--- config.mk ---
export PLATFORM = sky130hd
export DESIGN_NAME = hsk_bus_top
export DESIGN_NICKNAME = d
export VERILOG_FILES = /design/src/rtl/hsk_pkg.sv /design/src/rtl/hsk_sync.sv /design/src/rtl/hsk_master.sv /design/src/rtl/hsk_slave.sv /design/src/rtl/hsk_bus_top.sv
export SDC_FILE = /design/constraint.sdc
export NUM_CORES = 1
export LEC_CHECK = 0
export BUFFER_PORTS_ARGS = -buffer_cell sky130_fd_sc_hd__buf_2
export CAP_MARGIN = 10
export CORE_MARGIN = 2
export CORE_UTILIZATION = 60
export CTS_CLUSTER_SIZE = 30
export DETAILED_ROUTE_END_ITERATION = 16
export PLACE_DENSITY = 0.83
export SETUP_SLACK_MARGIN = 0.2
export SLEW_MARGIN = 20
export SYNTH_ARGS = -nofsm -noshare
export SYNTH_HDL_FRONTEND = slang
export SYNTH_SLANG_ARGS = --single-unit
--- constraint.sdc ---
create_clock -name clk -period 2.21 [get_ports clk]
set_clock_uncertainty 0.2 [all_clocks]
set_input_delay 0.1105 -clock clk [delete_from_list [all_inputs] [get_ports clk]]
set_output_delay 0.1105 -clock clk [all_outputs]
set_load 0.02 [all_outputs]
--- src/rtl/hsk_pkg.sv ---
package hsk_pkg;

  typedef enum logic [1:0] {
    M_IDLE     = 2'd0,
    M_WAIT_ACK = 2'd1,
    M_HOLD     = 2'd2,
    M_WAIT_REL = 2'd3
  } mst_state_t;

  typedef enum logic [1:0] {
    S_IDLE  = 2'd0,
    S_DELAY = 2'd1,
    S_ACKED = 2'd2
  } slv_state_t;

  // counter width able to reach the given delay, never below one bit
  function automatic int cnt_width(input int max_dly);
    return $clog2(max_dly + 2);
  endfunction

  function automatic int max2(input int a, input int b);
    return (a > b) ? a : b;
  endfunction

endpackage

--- src/rtl/hsk_sync.sv ---
module hsk_sync #(
  parameter int STAGES = 2
) (
  input  logic clk,
  input  logic rst_n,
  input  logic d_in,
  output logic q_out
);
  logic [STAGES-1:0] chain;

  always_ff @(posedge clk or negedge rst_n) begin
    if (!rst_n) chain <= '0;
    else        chain <= {chain[STAGES-2:0], d_in};
  end

  assign q_out = chain[STAGES-1];
endmodule

--- src/rtl/hsk_master.sv ---
module hsk_master #(
  parameter int ADDR_W      = 4,
  parameter int DATA_W      = 8,
  parameter int STB_REL_DLY = 1
) (
  input  logic              clk,
  input  logic              rst_n,
  input  logic              req_valid,
  input  logic              req_write,
  input  logic [ADDR_W-1:0] req_addr,
  input  logic [DATA_W-1:0] req_wdata,
  output logic              busy,
  output logic              done,
  output logic [DATA_W-1:0] rd_data,
  output logic              bus_stb,
  output logic              bus_wr,
  output logic [ADDR_W-1:0] bus_addr,
  output logic [DATA_W-1:0] bus_wdata,
  input  logic [DATA_W-1:0] bus_rdata,
  input  logic              ack_s
);
  import hsk_pkg::*;

  localparam int CW = cnt_width(STB_REL_DLY);
  localparam logic [CW-1:0] REL_C = CW'(STB_REL_DLY);

  mst_state_t    state;
  logic [CW-1:0] cnt;

  // named internal events
  logic take_req, ack_seen, rel_now, ack_gone;
  assign take_req = (state == M_IDLE) && req_valid && !ack_s;
  assign ack_seen = (state == M_WAIT_ACK) && ack_s;
  assign rel_now  = (ack_seen && (bus_wr || STB_REL_DLY == 0)) ||
                    ((state == M_HOLD) && (cnt == REL_C));
  assign ack_gone = (state == M_WAIT_REL) && !ack_s;

  always_ff @(posedge clk or negedge rst_n) begin
    if (!rst_n) begin
      state     <= M_IDLE;
      cnt       <= '0;
      bus_stb   <= 1'b0;
      bus_wr    <= 1'b0;
      bus_addr  <= '0;
      bus_wdata <= '0;
      rd_data   <= '0;
      done      <= 1'b0;
    end else begin
      done <= 1'b0;
      if (take_req) begin
        bus_addr  <= req_addr;
        bus_wr    <= req_write;
        bus_wdata <= req_wdata;
        bus_stb   <= 1'b1;
        state     <= M_WAIT_ACK;
      end
      if (ack_seen && !rel_now) begin
        cnt   <= CW'(1);
        state <= M_HOLD;
      end else if (state == M_HOLD && !rel_now) begin
        cnt <= cnt + CW'(1);
      end
      if (rel_now) begin
        if (!bus_wr) rd_data <= bus_rdata;
        bus_stb <= 1'b0;
        state   <= M_WAIT_REL;
      end
      if (ack_gone) begin
        done  <= 1'b1;
        state <= M_IDLE;
      end
    end
  end

  assign busy = (state != M_IDLE);

  a_r2_stb_rise: assert property (@(posedge clk) disable iff (!rst_n)
    $rose(bus_stb) |-> $past(!ack_s));
  a_r2_stb_fall: assert property (@(posedge clk) disable iff (!rst_n)
    $fell(bus_stb) |-> $past(ack_s));
  a_r6_bus_stable: assert property (@(posedge clk) disable iff (!rst_n)
    (busy && $past(busy)) |-> ($stable(bus_addr) && $stable(bus_wr) && $stable(bus_wdata)));
  a_r7_done_pulse: assert property (@(posedge clk) disable iff (!rst_n)
    done |=> !done);
  a_r7_done_idle: assert property (@(posedge clk) disable iff (!rst_n)
    done |-> !busy);
endmodule

--- src/rtl/hsk_slave.sv ---
module hsk_slave #(
  parameter int ADDR_W     = 4,
  parameter int DATA_W     = 8,
  parameter int WR_ACK_DLY = 2,
  parameter int RD_ACK_DLY = 3
) (
  input  logic              clk,
  input  logic              rst_n,
  input  logic              stb_s,
  input  logic              bus_wr,
  input  logic [ADDR_W-1:0] bus_addr,
  input  logic [DATA_W-1:0] bus_wdata,
  output logic [DATA_W-1:0] bus_rdata,
  output logic              ack
);
  import hsk_pkg::*;

  localparam int DEPTH = 1 << ADDR_W;
  localparam int CW    = cnt_width(max2(WR_ACK_DLY, RD_ACK_DLY));
  localparam logic [CW-1:0] WR_C = CW'(WR_ACK_DLY);
  localparam logic [CW-1:0] RD_C = CW'(RD_ACK_DLY);

  slv_state_t        state;
  logic [CW-1:0]     cnt;
  logic [CW-1:0]     dly_sel;
  logic [DATA_W-1:0] store [DEPTH];

  logic          stb_seen, ack_now, stb_gone;
  logic [CW-1:0] dly_pick;
  assign stb_seen = (state == S_IDLE) && stb_s;
  assign dly_pick = bus_wr ? WR_C : RD_C;
  assign ack_now  = (stb_seen && dly_pick == '0) ||
                    ((state == S_DELAY) && (cnt == dly_sel));
  assign stb_gone = (state == S_ACKED) && !stb_s;

  always_ff @(posedge clk or negedge rst_n) begin
    if (!rst_n) begin
      state     <= S_IDLE;
      cnt       <= '0;
      dly_sel   <= '0;
      bus_rdata <= '0;
      ack       <= 1'b0;
      for (int i = 0; i < DEPTH; i++) store[i] <= '0;
    end else begin
      if (stb_seen) begin
        dly_sel   <= dly_pick;
        bus_rdata <= store[bus_addr];
        if (bus_wr) store[bus_addr] <= bus_wdata;
        if (!ack_now) begin
          cnt   <= CW'(1);
          state <= S_DELAY;
        end
      end else if (state == S_DELAY && !ack_now) begin
        cnt <= cnt + CW'(1);
      end
      if (ack_now) begin
        ack   <= 1'b1;
        state <= S_ACKED;
      end
      if (stb_gone) begin
        ack   <= 1'b0;
        state <= S_IDLE;
      end
    end
  end

  a_r2_ack_rise: assert property (@(posedge clk) disable iff (!rst_n)
    $rose(ack) |-> $past(stb_s));
  a_r2_ack_fall: assert property (@(posedge clk) disable iff (!rst_n)
    $fell(ack) |-> $past(!stb_s));
  a_r2_ack_holds: assert property (@(posedge clk) disable iff (!rst_n)
    (ack && stb_s) |=> ack);
endmodule

--- src/rtl/hsk_bus_top.sv ---
module hsk_bus_top #(
  parameter int ADDR_W      = 4,
  parameter int DATA_W      = 8,
  parameter int WR_ACK_DLY  = 2,
  parameter int RD_ACK_DLY  = 3,
  parameter int STB_REL_DLY = 1,
  parameter int SYNC_STAGES = 2
) (
  input  logic              clk,
  input  logic              rst_n,
  input  logic              req_valid,
  input  logic              req_write,
  input  logic [ADDR_W-1:0] req_addr,
  input  logic [DATA_W-1:0] req_wdata,
  output logic              busy,
  output logic              done,
  output logic [DATA_W-1:0] rd_data,
  output logic              bus_strobe,
  output logic              bus_ack
);
  logic              stb_s, ack_s, bus_wr;
  logic [ADDR_W-1:0] bus_addr;
  logic [DATA_W-1:0] bus_wdata, bus_rdata;

  hsk_master #(.ADDR_W(ADDR_W), .DATA_W(DATA_W), .STB_REL_DLY(STB_REL_DLY)) u_mst (
    .clk(clk), .rst_n(rst_n), .req_valid(req_valid), .req_write(req_write),
    .req_addr(req_addr), .req_wdata(req_wdata), .busy(busy), .done(done),
    .rd_data(rd_data), .bus_stb(bus_strobe), .bus_wr(bus_wr), .bus_addr(bus_addr),
    .bus_wdata(bus_wdata), .bus_rdata(bus_rdata), .ack_s(ack_s)
  );

  hsk_sync #(.STAGES(SYNC_STAGES)) u_sync_stb (
    .clk(clk), .rst_n(rst_n), .d_in(bus_strobe), .q_out(stb_s)
  );

  hsk_sync #(.STAGES(SYNC_STAGES)) u_sync_ack (
    .clk(clk), .rst_n(rst_n), .d_in(bus_ack), .q_out(ack_s)
  );

  hsk_slave #(.ADDR_W(ADDR_W), .DATA_W(DATA_W),
              .WR_ACK_DLY(WR_ACK_DLY), .RD_ACK_DLY(RD_ACK_DLY)) u_slv (
    .clk(clk), .rst_n(rst_n), .stb_s(stb_s), .bus_wr(bus_wr), .bus_addr(bus_addr),
    .bus_wdata(bus_wdata), .bus_rdata(bus_rdata), .ack(bus_ack)
  );
endmodule

==> results.py <==
metrics = {
    "worst_setup_path": {
        "crit_required_ns": 2.32,
        "cp_cell_sequence": "nor3b_4, buf_6, and4b_1, and3_4, mux2_4",
        "reg2reg_depth": 5,
        "reg2reg_setup_slack_ns": 0.21,
        "crit_family": "simple AND/OR/NAND/NOR gates",
        "crit_arrival_ns": 2.12,
        "critical_path_class": "register to register",
        "cp_max_fo": 8,
        "cp_slowest_stage_delay_ns": 0.44,
        "crit_buf_inv": 1,
        "end_kind": "register",
        "cpMaxStageDelayCell": "dfrtp_2",
        "startpoint_type": "register",
        "r2r_end": "u_slv.store[21]",
        "reg2reg_from": "u_slv.state[1]",
    },
    "global_routing": {
        "track_usage_pct": 26.6,
        "grt_pass1_vias": 5365,
        "grt_pass1_wl_um": 28600,
        "antenna_found_initial": 0,
        "grt_max_degree": 53,
        "grt_overflow": 0,
    },
    "synthesis": {
        "synth-compound-area-share_pct": 4.33,
        "synth_warnings": 0,
        "postSynthCellCount": 566,
        "synth-simple-area-share_pct": 6.63,
        "synth-edff-count": 0,
        "ys_seq_area_share_pct": 55.5,
        "synthMuxAreaShare_pct": 30.1,
        "avgSynthCellArea_um2": 13.9,
        "synth-adder-area-share_pct": 0.317,
        "synthXorXnorAreaFrac_pct": 0.222,
        "ys.flop_type": "dfrtp_1",
        "synth_cell_types": 46,
        "ys_ff_latch": 175,
        "async_reset_ff_share_pct": 100,
        "synth_top_family_by_area": "multiplexers",
        "synth_nets": 584,
        "syn_area_um2": 7890,
    },
    "timing": {
        "hold_viol": 0,
        "setup_slack_ns": 0.207,
        "rsz0062_at_grt": "true",
        "slew_violations": 0,
        "fin_setup_tns_ns": 0,
        "post-route-period-util_pct": 90.6,
        "max_clock_freq_mhz": 499,
        "timing.hold.ws_ns": 0.0171,
        "worstMarginPinSlew_ns": 0.692,
        "min_period_ns": 2.00,
        "max_slew_margin_pct": 53.9,
        "finalSetupViolations": 0,
    },
    "floorplan": {
        "die_x_um": 119,
        "start_util_pct": 62.0,
        "dieArea_um2": 14100,
        "rows": 41,
        "core_area_um2": 12700,
        "boundaryPins": 28,
        "die_y_um": 119,
    },
    "power_and_ir_drop": {
        "p_per_area_nw_per_um2": 724,
        "p_leak_nw": 4.49,
        "vdd_drop_max_mv": 0.590,
    },
    "cells_and_area": {
        "fillers": 803,
        "layout_common_cells": "dfrtp_1, mux2_2, mux2i_1",
        "drive_gt1_share_pct": 43.6,
        "fin_nets": 647,
        "fin_area_um2": 9200,
        "ff_latch_area_um2": 4390,
        "final_common_cell": "dfrtp_1",
        "areaGrowthSynthToFinish_pct": 16.5,
        "final_cells": 814,
        "multi_input_area_um2": 3330,
        "antennaDiodeCount": 0,
    },
    "detailed_routing": {
        "vias": 4980,
        "dr.first_iter.drc_count": 402,
        "wl_per_cell_um": 21.5,
        "postRouteAntennaNets": 0,
        "first_pass_iters": 5,
        "avgViaCountPerCell": 6.12,
        "drt-total-wl_um": 17500,
        "drcViolationCount": 0,
    },
    "clock_tree": {
        "cts_sinks": 175,
        "cts.path.max_buffers": 2,
        "clk_latency_ns": 0.43,
        "htreeDepth": 4,
        "cts-root-buf": "clkbuf_16",
        "cts_tree": "yes",
        "numCtsBuffers": 17,
        "clk_pin_slew_ns": 0.06,
    },
    "placed_design": {
        "placed_cell_area_um2": 8300,
        "portBuffers": 27,
        "gp_congestion": 0.878,
        "dpl.cell_count": 761,
        "pre_cts_ws_ns": 0.0448,
        "dp_hpwl_um": 11300,
    },
    "run_status": {
        "status": "completed",
    },
    "flow_run": {
        "cap_viol_max_count": 0,
    },
    "min_path": {
        "hp-class": "input port to asynchronous set/reset pin",
    },
}
[synth_stat cells, types with 2 or more instances]
library cell    n  area (um2)
dfrtp_1       175        4380
mux2_2        139        1570
mux2i_1        49         490
nor2_1         23        86.3
o22ai_1        16         100
buf_2          12        60.1
clkbuf_1       11        41.3
nand2_1        10        37.5
a31oi_1         9        56.3
buf_4           9        67.6
nand2_2         9        56.3
mux2_4          8         120
mux4_2          8         180
nand3_1         8        40.0
o21ai_0         7        35.0
a21oi_1         6        30.0
inv_1           6        22.5
a2bb2oi_1       5        43.8
and3_1          5        31.3
nor2b_1         5        31.3
nand3b_1        4        30.0
nor3_1          4        20.0
a221oi_1        3        26.3
or3_1           3        18.8
or3b_2          3        26.3
buf_6           2        22.5
ha_1            2        25.0
mux2_1          2        22.5
nand2b_1        2        12.5
nor3b_4         2        37.5
o31ai_1         2        15.0
or2_2           2        12.5
xor2_1          2        17.5
[metal layers]
layer | track usage, % | vias up | part of all wire [%]
met5 | 0 | - | 0
met4 | 12.7 | 0 | 2.9
met3 | 5.45 | 38 | 4.2
met2 | 42.9 | 156 | 51
met1 | 34.6 | 2592 | 42
li1 | - | 2194 | -
[state kept, by name (all words and copies together), names as in the netlist]
register          flops
u_mst.rd_data         8
u_slv.dly_sel         2
u_mst.bus_stb         1
u_slv.state           2
u_slv.ack             1
u_mst.state           2
u_sync_ack.chain      2
u_mst.bus_wdata       8
u_mst.cnt             2
u_sync_stb.chain      2
u_slv.store         128
u_slv.bus_rdata       8
u_mst.bus_addr        4
u_mst.bus_wr          1
u_slv.cnt             3
u_mst.done            1
[cells by family (layout without fill, tap and decap cells)]
kind of cell / Yosys count / after routing
multiplexers: 206 / 206
adder cells (fa/ha/maj): 2 / 2
buffers and inverters: 41 / 117
flip-flops: 175 / 175
AND/OR/NAND/NOR: 88 / 88
AO/OA/AOI/OAI: 52 / 52
XOR/XNOR: 2 / 2
[through the flow]
step	total power, mW	util, %
2_1_floorplan	3.42	-
3_3_place_gp	3.54	65.3
3_5_place_dp	3.55	65.3
4_1_cts	6.68	71.8
5_1_grt	6.87	72.3
6_report	6.66	72.3
[power by group]
group	leakage [nW]	internal [mW]	switching [mW]
clock	0.303	1.87	1.26
combinational	1.76	0.103	0.140
sequential	2.42	3.22	0.0631
total	4.49	5.19	1.47
[worst max path at each step]
stage | from | to | slack (ns) | depth (start not counted)
detailed placement | u_slv.state[1] | u_slv.store[28] | 0.04 | 4
CTS | u_slv.state[1] | u_slv.store[21] | 0.21 | 5
global route | u_slv.state[1] | u_slv.store[16] | 0.16 | 5
global placement | u_slv.state[1] | u_slv.store[29] | 0.14 | 4
floorplan | u_mst.state[1] | u_mst.bus_addr[1] | 0.21 | 4
finish | u_slv.state[1] | u_slv.store[21] | 0.21 | 5
[layout make-up]
| type | count | area share (%) |
|---|---|---|
| Clock buffer | 20 | 5.07 |
| Multi-Input combinational cell | 350 | 36.2 |
| Clock inverter | 12 | 1.73 |
| Tap cell | 172 | 2.34 |
| Sequential cell | 175 | 47.7 |
| Timing Repair Buffer | 79 | 6.76 |
| Inverter | 6 | 0.245 |
[timing repair]
action	4_1_cts	5_1_grt
setup buffers	2	4
setup endpoints to repair	113	134
pin swaps	2	0
resized for setup	8	9
hold buffers	15	0
endpoints found under the hold margin	189	0
Note: power is estimated with default switching activity, not from simulation.
